===== config.mk =====
export PLATFORM = sky130hd
export DESIGN_NAME = cfgitem_port
export DESIGN_NICKNAME = d
export VERILOG_FILES = /design/src/rtl/cfgitem_pkg.sv /design/src/rtl/cfgitem_rom.sv /design/src/rtl/cfgitem_cursor.sv /design/src/rtl/cfgitem_busif.sv /design/src/rtl/cfgitem_port.sv
export SDC_FILE = /design/constraint.sdc
export NUM_CORES = 1
export LEC_CHECK = 0
export ABC_AREA = 1
export ABC_CLOCK_PERIOD_IN_PS = 2500
export BUFFER_PORTS_ARGS = -buffer_cell sky130_fd_sc_hd__buf_2
export CORE_UTILIZATION = 50
export DETAILED_ROUTE_END_ITERATION = 8
export PLACE_DENSITY = 0.78
export REMOVE_ABC_BUFFERS = 1
export SLEW_MARGIN = 20
export SYNTH_ARGS = -nofsm -noshare
export SYNTH_HDL_FRONTEND = slang
export SYNTH_SLANG_ARGS = --single-unit

===== constraint.sdc =====
create_clock -name clk -period 2.5 [get_ports clk]
set_input_delay 0.125 -clock clk [delete_from_list [all_inputs] [get_ports clk]]
set_output_delay 0.125 -clock clk [all_outputs]
set_load 0.005 [all_outputs]

===== src/rtl/cfgitem_pkg.sv =====
// Shared definitions for the keyed configuration item port.
// Assumes 16-bit keys; item contents are computed, never stored as tables.
package cfgitem_pkg;

    localparam int unsigned KEY_W = 16;
    localparam logic [KEY_W-1:0] KEY_SIG  = 16'h0000;
    localparam logic [KEY_W-1:0] KEY_FEAT = 16'h0001;
    localparam int unsigned SIG_LEN  = 4;
    localparam int unsigned FEAT_LEN = 4;

    // Cursor operation selected for the current cycle.
    typedef enum logic [1:0] {
        OP_NONE = 2'd0,
        OP_SEL  = 2'd1,
        OP_RD   = 2'd2,
        OP_SKIP = 2'd3
    } cur_op_e;

endpackage


===== src/rtl/cfgitem_rom.sv =====
// Item store: maps (key, offset) to the item length and the raw byte at that offset.
// Purely combinational. Test items are built by a generate loop.
// Assumes TEST_BASE+NUM_TEST does not reach the fixed keys and TEST_LEN+NUM_TEST fits in OFF_W.
module cfgitem_rom
    import cfgitem_pkg::*;
#(
    parameter int unsigned OFF_W     = 8,
    parameter bit          DMA_EN    = 1'b1,
    parameter int unsigned NUM_TEST  = 2,
    parameter int unsigned TEST_BASE = 16'h0020,
    parameter int unsigned TEST_LEN  = 5
) (
    input  logic [KEY_W-1:0] key,
    input  logic [OFF_W-1:0] off,
    output logic [OFF_W-1:0] len,
    output logic [7:0]       data
);

    logic [NUM_TEST-1:0] t_hit;
    logic [OFF_W-1:0]    t_len  [NUM_TEST];
    logic [7:0]          t_byte [NUM_TEST];

    // One key match, length and byte generator per test item.
    for (genvar j = 0; j < NUM_TEST; j++) begin : g_item
        localparam logic [KEY_W-1:0] KEY_J  = KEY_W'(TEST_BASE + j);
        localparam logic [OFF_W-1:0] LEN_J  = OFF_W'(TEST_LEN + j);
        localparam logic [7:0]       BASE_J = 8'(8'h80 + 16 * j);
        assign t_hit[j]  = (key == KEY_J);
        assign t_len[j]  = LEN_J;
        assign t_byte[j] = BASE_J + 8'(off);
    end

    // Pick the length and byte of the item that the key names.
    always_comb begin
        len  = '0;
        data = 8'h00;
        if (key == KEY_SIG) begin
            len = OFF_W'(SIG_LEN);
            case (off[1:0])
                2'd0:    data = 8'h51;
                2'd1:    data = 8'h45;
                2'd2:    data = 8'h4D;
                default: data = 8'h55;
            endcase
        end else if (key == KEY_FEAT) begin
            len  = OFF_W'(FEAT_LEN);
            data = (off == '0) ? {6'b0, DMA_EN, 1'b0} : 8'h00;
        end else begin
            for (int j = 0; j < NUM_TEST; j++) begin
                if (t_hit[j]) begin
                    len  = t_len[j];
                    data = t_byte[j];
                end
            end
        end
    end

endmodule


===== src/rtl/cfgitem_cursor.sv =====
// Holds the selected key and the byte cursor, and applies one operation per cycle.
// Reads stop at the item end; skips saturate at the item length.
// Assumes the item length comes combinationally from the store for the held key.
module cfgitem_cursor
    import cfgitem_pkg::*;
#(
    parameter int unsigned OFF_W = 8
) (
    input  logic             clk,
    input  logic             rst_n,
    input  cur_op_e          op,
    input  logic [KEY_W-1:0] op_key,
    input  logic [15:0]      op_skip,
    input  logic [OFF_W-1:0] item_len,
    input  logic [7:0]       item_byte,
    output logic [KEY_W-1:0] key,
    output logic [OFF_W-1:0] off,
    output logic [7:0]       cur_byte
);

    localparam int unsigned SUM_W = ((OFF_W > 16) ? OFF_W : 16) + 1;

    logic             in_range;
    logic [SUM_W-1:0] skip_sum;
    logic [OFF_W-1:0] skip_next;

    // Byte under the cursor, zero once the cursor reaches the item end.
    always_comb begin
        in_range = (off < item_len);
        cur_byte = in_range ? item_byte : 8'h00;
    end

    // Saturating cursor target for a skip.
    always_comb begin
        skip_sum  = SUM_W'(off) + SUM_W'(op_skip);
        skip_next = (skip_sum > SUM_W'(item_len)) ? item_len : OFF_W'(skip_sum);
    end

    // Key and cursor update.
    always_ff @(posedge clk) begin
        if (!rst_n) begin
            key <= KEY_SIG;
            off <= '0;
        end else begin
            case (op)
                OP_SEL: begin
                    key <= op_key;
                    off <= '0;
                end
                OP_RD:   if (in_range) off <= off + 1'b1;
                OP_SKIP: off <= skip_next;
                default: ;
            endcase
        end
    end

endmodule


===== src/rtl/cfgitem_busif.sv =====
// Register-window decode: the data register sits at offsets 0x0 to 0x7 and the selector at 0x8.
// Reads of other offsets return zero, and writes to them are dropped.
// Assumes single-cycle bus_req strobes; read data is registered.
module cfgitem_busif
    import cfgitem_pkg::*;
#(
    parameter int unsigned AW = 5
) (
    input  logic             clk,
    input  logic             rst_n,
    input  logic             bus_req,
    input  logic             bus_we,
    input  logic [AW-1:0]    bus_addr,
    input  logic [15:0]      bus_wdata,
    input  logic             grant,
    input  logic [7:0]       cur_byte,
    output logic             sel_wr,
    output logic             data_rd,
    output logic [KEY_W-1:0] sel_key,
    output logic [7:0]       bus_rdata
);

    localparam logic [AW-1:0] DATA_END = AW'(8);
    localparam logic [AW-1:0] SEL_OFF  = AW'(8);

    // Decode the access type from the offset and direction.
    always_comb begin
        data_rd = bus_req && !bus_we && (bus_addr < DATA_END);
        sel_wr  = bus_req &&  bus_we && (bus_addr == SEL_OFF);
        sel_key = bus_wdata;
    end

    // Capture read data; unmapped or dropped reads return zero.
    always_ff @(posedge clk) begin
        if (!rst_n)
            bus_rdata <= 8'h00;
        else if (bus_req && !bus_we)
            bus_rdata <= (data_rd && grant) ? cur_byte : 8'h00;
    end

endmodule


===== src/rtl/cfgitem_port.sv =====
// Top of the keyed configuration item port: bus slave plus internal DMA-side port.
// Both ports share one key and cursor. One operation is applied per cycle,
// with fixed priority: DMA select, DMA read, DMA skip, bus selector write, bus data read.
module cfgitem_port
    import cfgitem_pkg::*;
#(
    parameter int unsigned AW        = 5,
    parameter int unsigned OFF_W     = 8,
    parameter bit          DMA_EN    = 1'b1,
    parameter int unsigned NUM_TEST  = 2,
    parameter int unsigned TEST_BASE = 16'h0020,
    parameter int unsigned TEST_LEN  = 5
) (
    input  logic          clk,
    input  logic          rst_n,
    input  logic          bus_req,
    input  logic          bus_we,
    input  logic [AW-1:0] bus_addr,
    input  logic [15:0]   bus_wdata,
    output logic [7:0]    bus_rdata,
    input  logic          dma_sel_req,
    input  logic [15:0]   dma_sel_key,
    input  logic          dma_rd_req,
    output logic [7:0]    dma_rd_data,
    input  logic          dma_skip_req,
    input  logic [15:0]   dma_skip_len,
    output logic          dma_ack
);

    logic             bus_sel_wr, bus_data_rd, bus_grant;
    logic [KEY_W-1:0] bus_key, cur_key, op_key;
    logic [OFF_W-1:0] cur_off, cur_len;
    logic [7:0]       rom_byte, cur_byte;
    cur_op_e          op;

    // Choose the single cursor operation for this cycle.
    always_comb begin
        op        = OP_NONE;
        op_key    = dma_sel_key;
        bus_grant = 1'b0;
        if (dma_sel_req)       op = OP_SEL;
        else if (dma_rd_req)   op = OP_RD;
        else if (dma_skip_req) op = OP_SKIP;
        else if (bus_sel_wr) begin
            op     = OP_SEL;
            op_key = bus_key;
        end else if (bus_data_rd) begin
            op        = OP_RD;
            bus_grant = 1'b1;
        end
    end

    cfgitem_busif #(.AW(AW)) u_busif (
        .clk       (clk),
        .rst_n     (rst_n),
        .bus_req   (bus_req),
        .bus_we    (bus_we),
        .bus_addr  (bus_addr),
        .bus_wdata (bus_wdata),
        .grant     (bus_grant),
        .cur_byte  (cur_byte),
        .sel_wr    (bus_sel_wr),
        .data_rd   (bus_data_rd),
        .sel_key   (bus_key),
        .bus_rdata (bus_rdata)
    );

    cfgitem_rom #(
        .OFF_W(OFF_W), .DMA_EN(DMA_EN), .NUM_TEST(NUM_TEST),
        .TEST_BASE(TEST_BASE), .TEST_LEN(TEST_LEN)
    ) u_rom (
        .key  (cur_key),
        .off  (cur_off),
        .len  (cur_len),
        .data (rom_byte)
    );

    cfgitem_cursor #(.OFF_W(OFF_W)) u_cursor (
        .clk       (clk),
        .rst_n     (rst_n),
        .op        (op),
        .op_key    (op_key),
        .op_skip   (dma_skip_len),
        .item_len  (cur_len),
        .item_byte (rom_byte),
        .key       (cur_key),
        .off       (cur_off),
        .cur_byte  (cur_byte)
    );

    // DMA-side read data and acknowledge.
    always_ff @(posedge clk) begin
        if (!rst_n) begin
            dma_rd_data <= 8'h00;
            dma_ack     <= 1'b0;
        end else begin
            dma_ack <= dma_sel_req || dma_rd_req || dma_skip_req;
            if (!dma_sel_req && dma_rd_req)
                dma_rd_data <= cur_byte;
        end
    end

endmodule


==> flow_metrics.env <==
export IMPL_vias=3679
export IMPL_worstSetupEndpointType="flip-flop"
export IMPL_crit_buf_inv=1
export IMPL_ys_seq_area_frac=0.2453
export IMPL_core_area_mm2=0.006422
export IMPL_period_share=0.9870
export IMPL_synth_area_per_cell_um2=6.289
export IMPL_min_period_ns=2.468
export IMPL_switchingPower_mw=0.5977
export IMPL_yosysUniqueCellTypes=36
export IMPL_violations="design-rule violations"
export IMPL_cts_made_buffers=5
export IMPL_hold_start="dma_rd_req"
export IMPL_drive_gt1_frac=0.2703
export IMPL_slew_viol_final=0
export IMPL_cts_sink_count=41
export IMPL_drt_pass1_iter_count=7
export IMPL_crit_slowest_cell="fa_2"
export IMPL_min_to="dma_ack"
export IMPL_rows=29
export IMPL_grtUsageTotal=0.2484
export IMPL_pwr_share_clk=0.308
export IMPL_skew_ns=0.01108
export IMPL_path_delay_family="simple AND/OR/NAND/NOR gates"
export IMPL_fill_cells=595
export IMPL_grt_ovfl_total=0
export IMPL_grt_max_degree=33
export IMPL_max_freq_mhz=405.3
export IMPL_port_buffers=76
export IMPL_timing_final_setup_violations=0
export IMPL_crit_type="reg2reg"
export IMPL_worstPathArrival_ns=2.67
export IMPL_cellLeakagePower_nw=2.113
export IMPL_ant_nets=0
export IMPL_wl_per_cell_um=12.22
export IMPL_worstMarginPinSlew_ns=0.8969
export IMPL_clk_pin_slew_ns=0.09
export IMPL_drc_errors=4
export IMPL_relSlewSlack=0.4014
export IMPL_dp_hpwl_um=6559
export IMPL_grt_pass1_wl_um=14520
export IMPL_multi_input_area_mm2=0.002225
export IMPL_start_util=0.5209
export IMPL_worstPathRequired_ns=2.71
export IMPL_post_drt_via_cell_ratio=5.211
export IMPL_cellPowerDensity_mw_per_mm2=440.6
export IMPL_regArea_um2=823.3
export IMPL_insertion_delay_ns=0.31
export IMPL_cp_slowest_stage_delay_ns=0.36
export IMPL_postPlaceCellArea_mm2=0.003797
export IMPL_r2r_cells=15
export IMPL_switching_share=0.3242
export IMPL_grt_setup_unrepaired="yes"
export IMPL_tns_ns=0
export IMPL_cts_tree="done"
export IMPL_grt_pass1_vias=3407
export IMPL_whs_path_depth=3
export IMPL_hp_class="in2reg"
export IMPL_antenna_found_initial=0
export IMPL_die_h_um=83.80
export IMPL_synth_seq_cells=41
export IMPL_crit_chain="ha_4, fa_2, xor2_2, ha_4, nand3b_1, nand3_1, nand2_1, nand3_2, nor2_2, nand3_2, nor2_4, buf_4, nand4_1, nand3_1, a21oi_2"
export IMPL_timing_max_cap_violations=0
export IMPL_die_area_mm2=0.007022
export IMPL_synth_cells=532
export IMPL_antenna_cells=0
export IMPL_fin_util=0.6515
export IMPL_final_nets=709
export IMPL_p_comb_frac=0.305
export IMPL_synthTopCellsByArea="dfxtp_1 (25%), nand2_1 (14%), inv_1 (9.8%), nand3_1 (7.8%), ha_1 (7.5%)"
export IMPL_placedCellCount=678
export IMPL_fin_cells=706
export IMPL_status="finished, violations left"
export IMPL_cts_root_buffer="clkbuf_8"
export IMPL_r2r_start="u_cursor.off[0]"
export IMPL_synth_cell_area_mm2=0.003346
export IMPL_reg2reg_setup_slack_ns=0.03
export IMPL_worst_setup_path_start_kind="flip-flop"
export IMPL_synth_top_area_frac=0.2453
export IMPL_drt_total_wl_um=8630
export IMPL_ios=77
export IMPL_power_internal_mw=1.246
export IMPL_area_delta_synth_final_pct=25.06
export IMPL_hold_viol=0
export IMPL_yosys_warnings=0
export IMPL_cts_buffer_depth=2
export IMPL_yosysTopAreaCell="dfxtp_1"
export IMPL_peakVddDrop_mv=0.2910
export IMPL_drt_initial_drc_count=204
export IMPL_htree_levels=2
export IMPL_postLayoutCellArea_mm2=0.004184
export IMPL_critPathMaxFanout=4
export IMPL_place_gp_congestion=0.8605
export IMPL_pwr_share_seq=0.387
export IMPL_reg2reg_to="u_cursor.off[2]"
export IMPL_die_w_um=83.80
==> routing by layer <==
metal  vias up  share of wire  global-route usage
li1       1914              -                   -
met1      1639           0.43              0.3045
met2       105           0.50              0.4367
met3        21          0.046             0.04055
met4         0          0.021             0.08934
met5         -              0                   0
==> cell usage in the layout, fill, tap and decap left out, drive strengths merged <==
master,count
a211oi,24
a21oi,33
a31oi,1
and2,2
buf,101
bufinv,1
clkbuf,7
dfxtp,41
fa,1
ha,20
inv,94
nand2,134
nand3,58
nand3b,3
nand4,13
nor2,58
nor3,7
nor4,1
o21ai,21
o22ai,1
o32ai,1
or2,2
xor2,5
==> cell type report <==
cell class              instances  area share
clock inverters                 1    0.007177
clock buffers                   7     0.02063
repair buffers                101      0.1358
flip-flops and latches         41      0.1968
inverters                      94     0.08493
well taps                      77     0.02303
multi-input cells             385      0.5317
==> power by group through the flow <==
stage               clock network, mW  logic (mW)  registers (mW)
floorplan                           0       0.307           0.723
global placement                    0       0.437           0.725
detailed placement                  0       0.454           0.726
CTS                             0.570       0.507           0.711
global route                    0.602       0.626           0.718
finish                          0.569       0.562           0.713
==> flip-flops by register name, indices dropped and copies added (netlist names) <==
name / flops
u_cursor.off: 8
dma_rd_data: 8
u_busif.bus_rdata: 8
dma_ack: 1
u_cursor.key: 16
==> worst max path at each step <==
stage,startpoint,endpoint,cells after the start
after floorplan,u_cursor.off[0],u_cursor.off[1],15
after global placement,u_cursor.off[0],u_cursor.off[2],15
after detailed placement,u_cursor.off[0],u_cursor.off[0],15
after CTS,u_cursor.key[15],u_cursor.off[0],18
after global routing,u_cursor.key[3],u_cursor.off[2],18
final,u_cursor.off[0],u_cursor.off[2],15
==> cells by family (layout without fill, tap and decap cells) <==
family,Yosys count,after routing,synth area share
fa+ha+maj,21,21,0.08078
simple gates,278,278,0.3852
xor+xnor,5,5,0.01533
buf+inv,106,203,0.1245
compound gates,81,81,0.1488
flops,41,41,0.2453
==> stage by stage <==
stage               hold WS (ns)  worst slack [ns]  total power [mW]
floorplan                 0.2607            0.1102             1.030
global placement          0.4037           0.06199             1.162
detailed placement        0.4097          -0.07955             1.181
CTS                      0.09000           0.01158             1.789
global route              0.1024          -0.07741             1.946
finish                   0.08608           0.03246             1.844
==> synthesized netlist by cell type <==
master and count:
nand4_1 13, o32ai_1 1, and2_1 2, a31oi_4 1, nor3_2 4, inv_1 87, nand3_2 6, buf_1 1
dfxtp_1 41, nand2_2 8, or2_4 1, a211oi_1 24, nand2_1 125, o21ai_0 20, a21oi_1 30, o22ai_1 1
nor3_1 3, clkbuf_1 7, xor2_1 4, clkinv_2 1, buf_6 2, ha_1 20, buf_2 2, xor2_2 1
nand3b_1 3, nor4_1 1, a21oi_2 3, nor2_4 2, nor2_2 5, nand3_1 52, or2_1 1, fa_1 1
nor2_1 51, nand2_4 1, o21ai_1 1, inv_2 6
==> timing repair <==
| action | 4_1_cts | 5_1_grt |
|---|---|---|
| pin swaps | 9 | 13 |
| setup endpoints to repair | 3 | 21 |
| hold buffers | 0 | 0 |
| resized for setup | 8 | 21 |
| cloned | 0 | 0 |
| hold endpoints to repair | 0 | 0 |
| setup buffers | 12 | 8 |
==> tightest hold or removal path: stages <==
cell and delay, ns:
buf_2 0.09, nor3_1 0.07, nor2_1 0.07
Note: power is estimated with default switching activity, not from simulation.
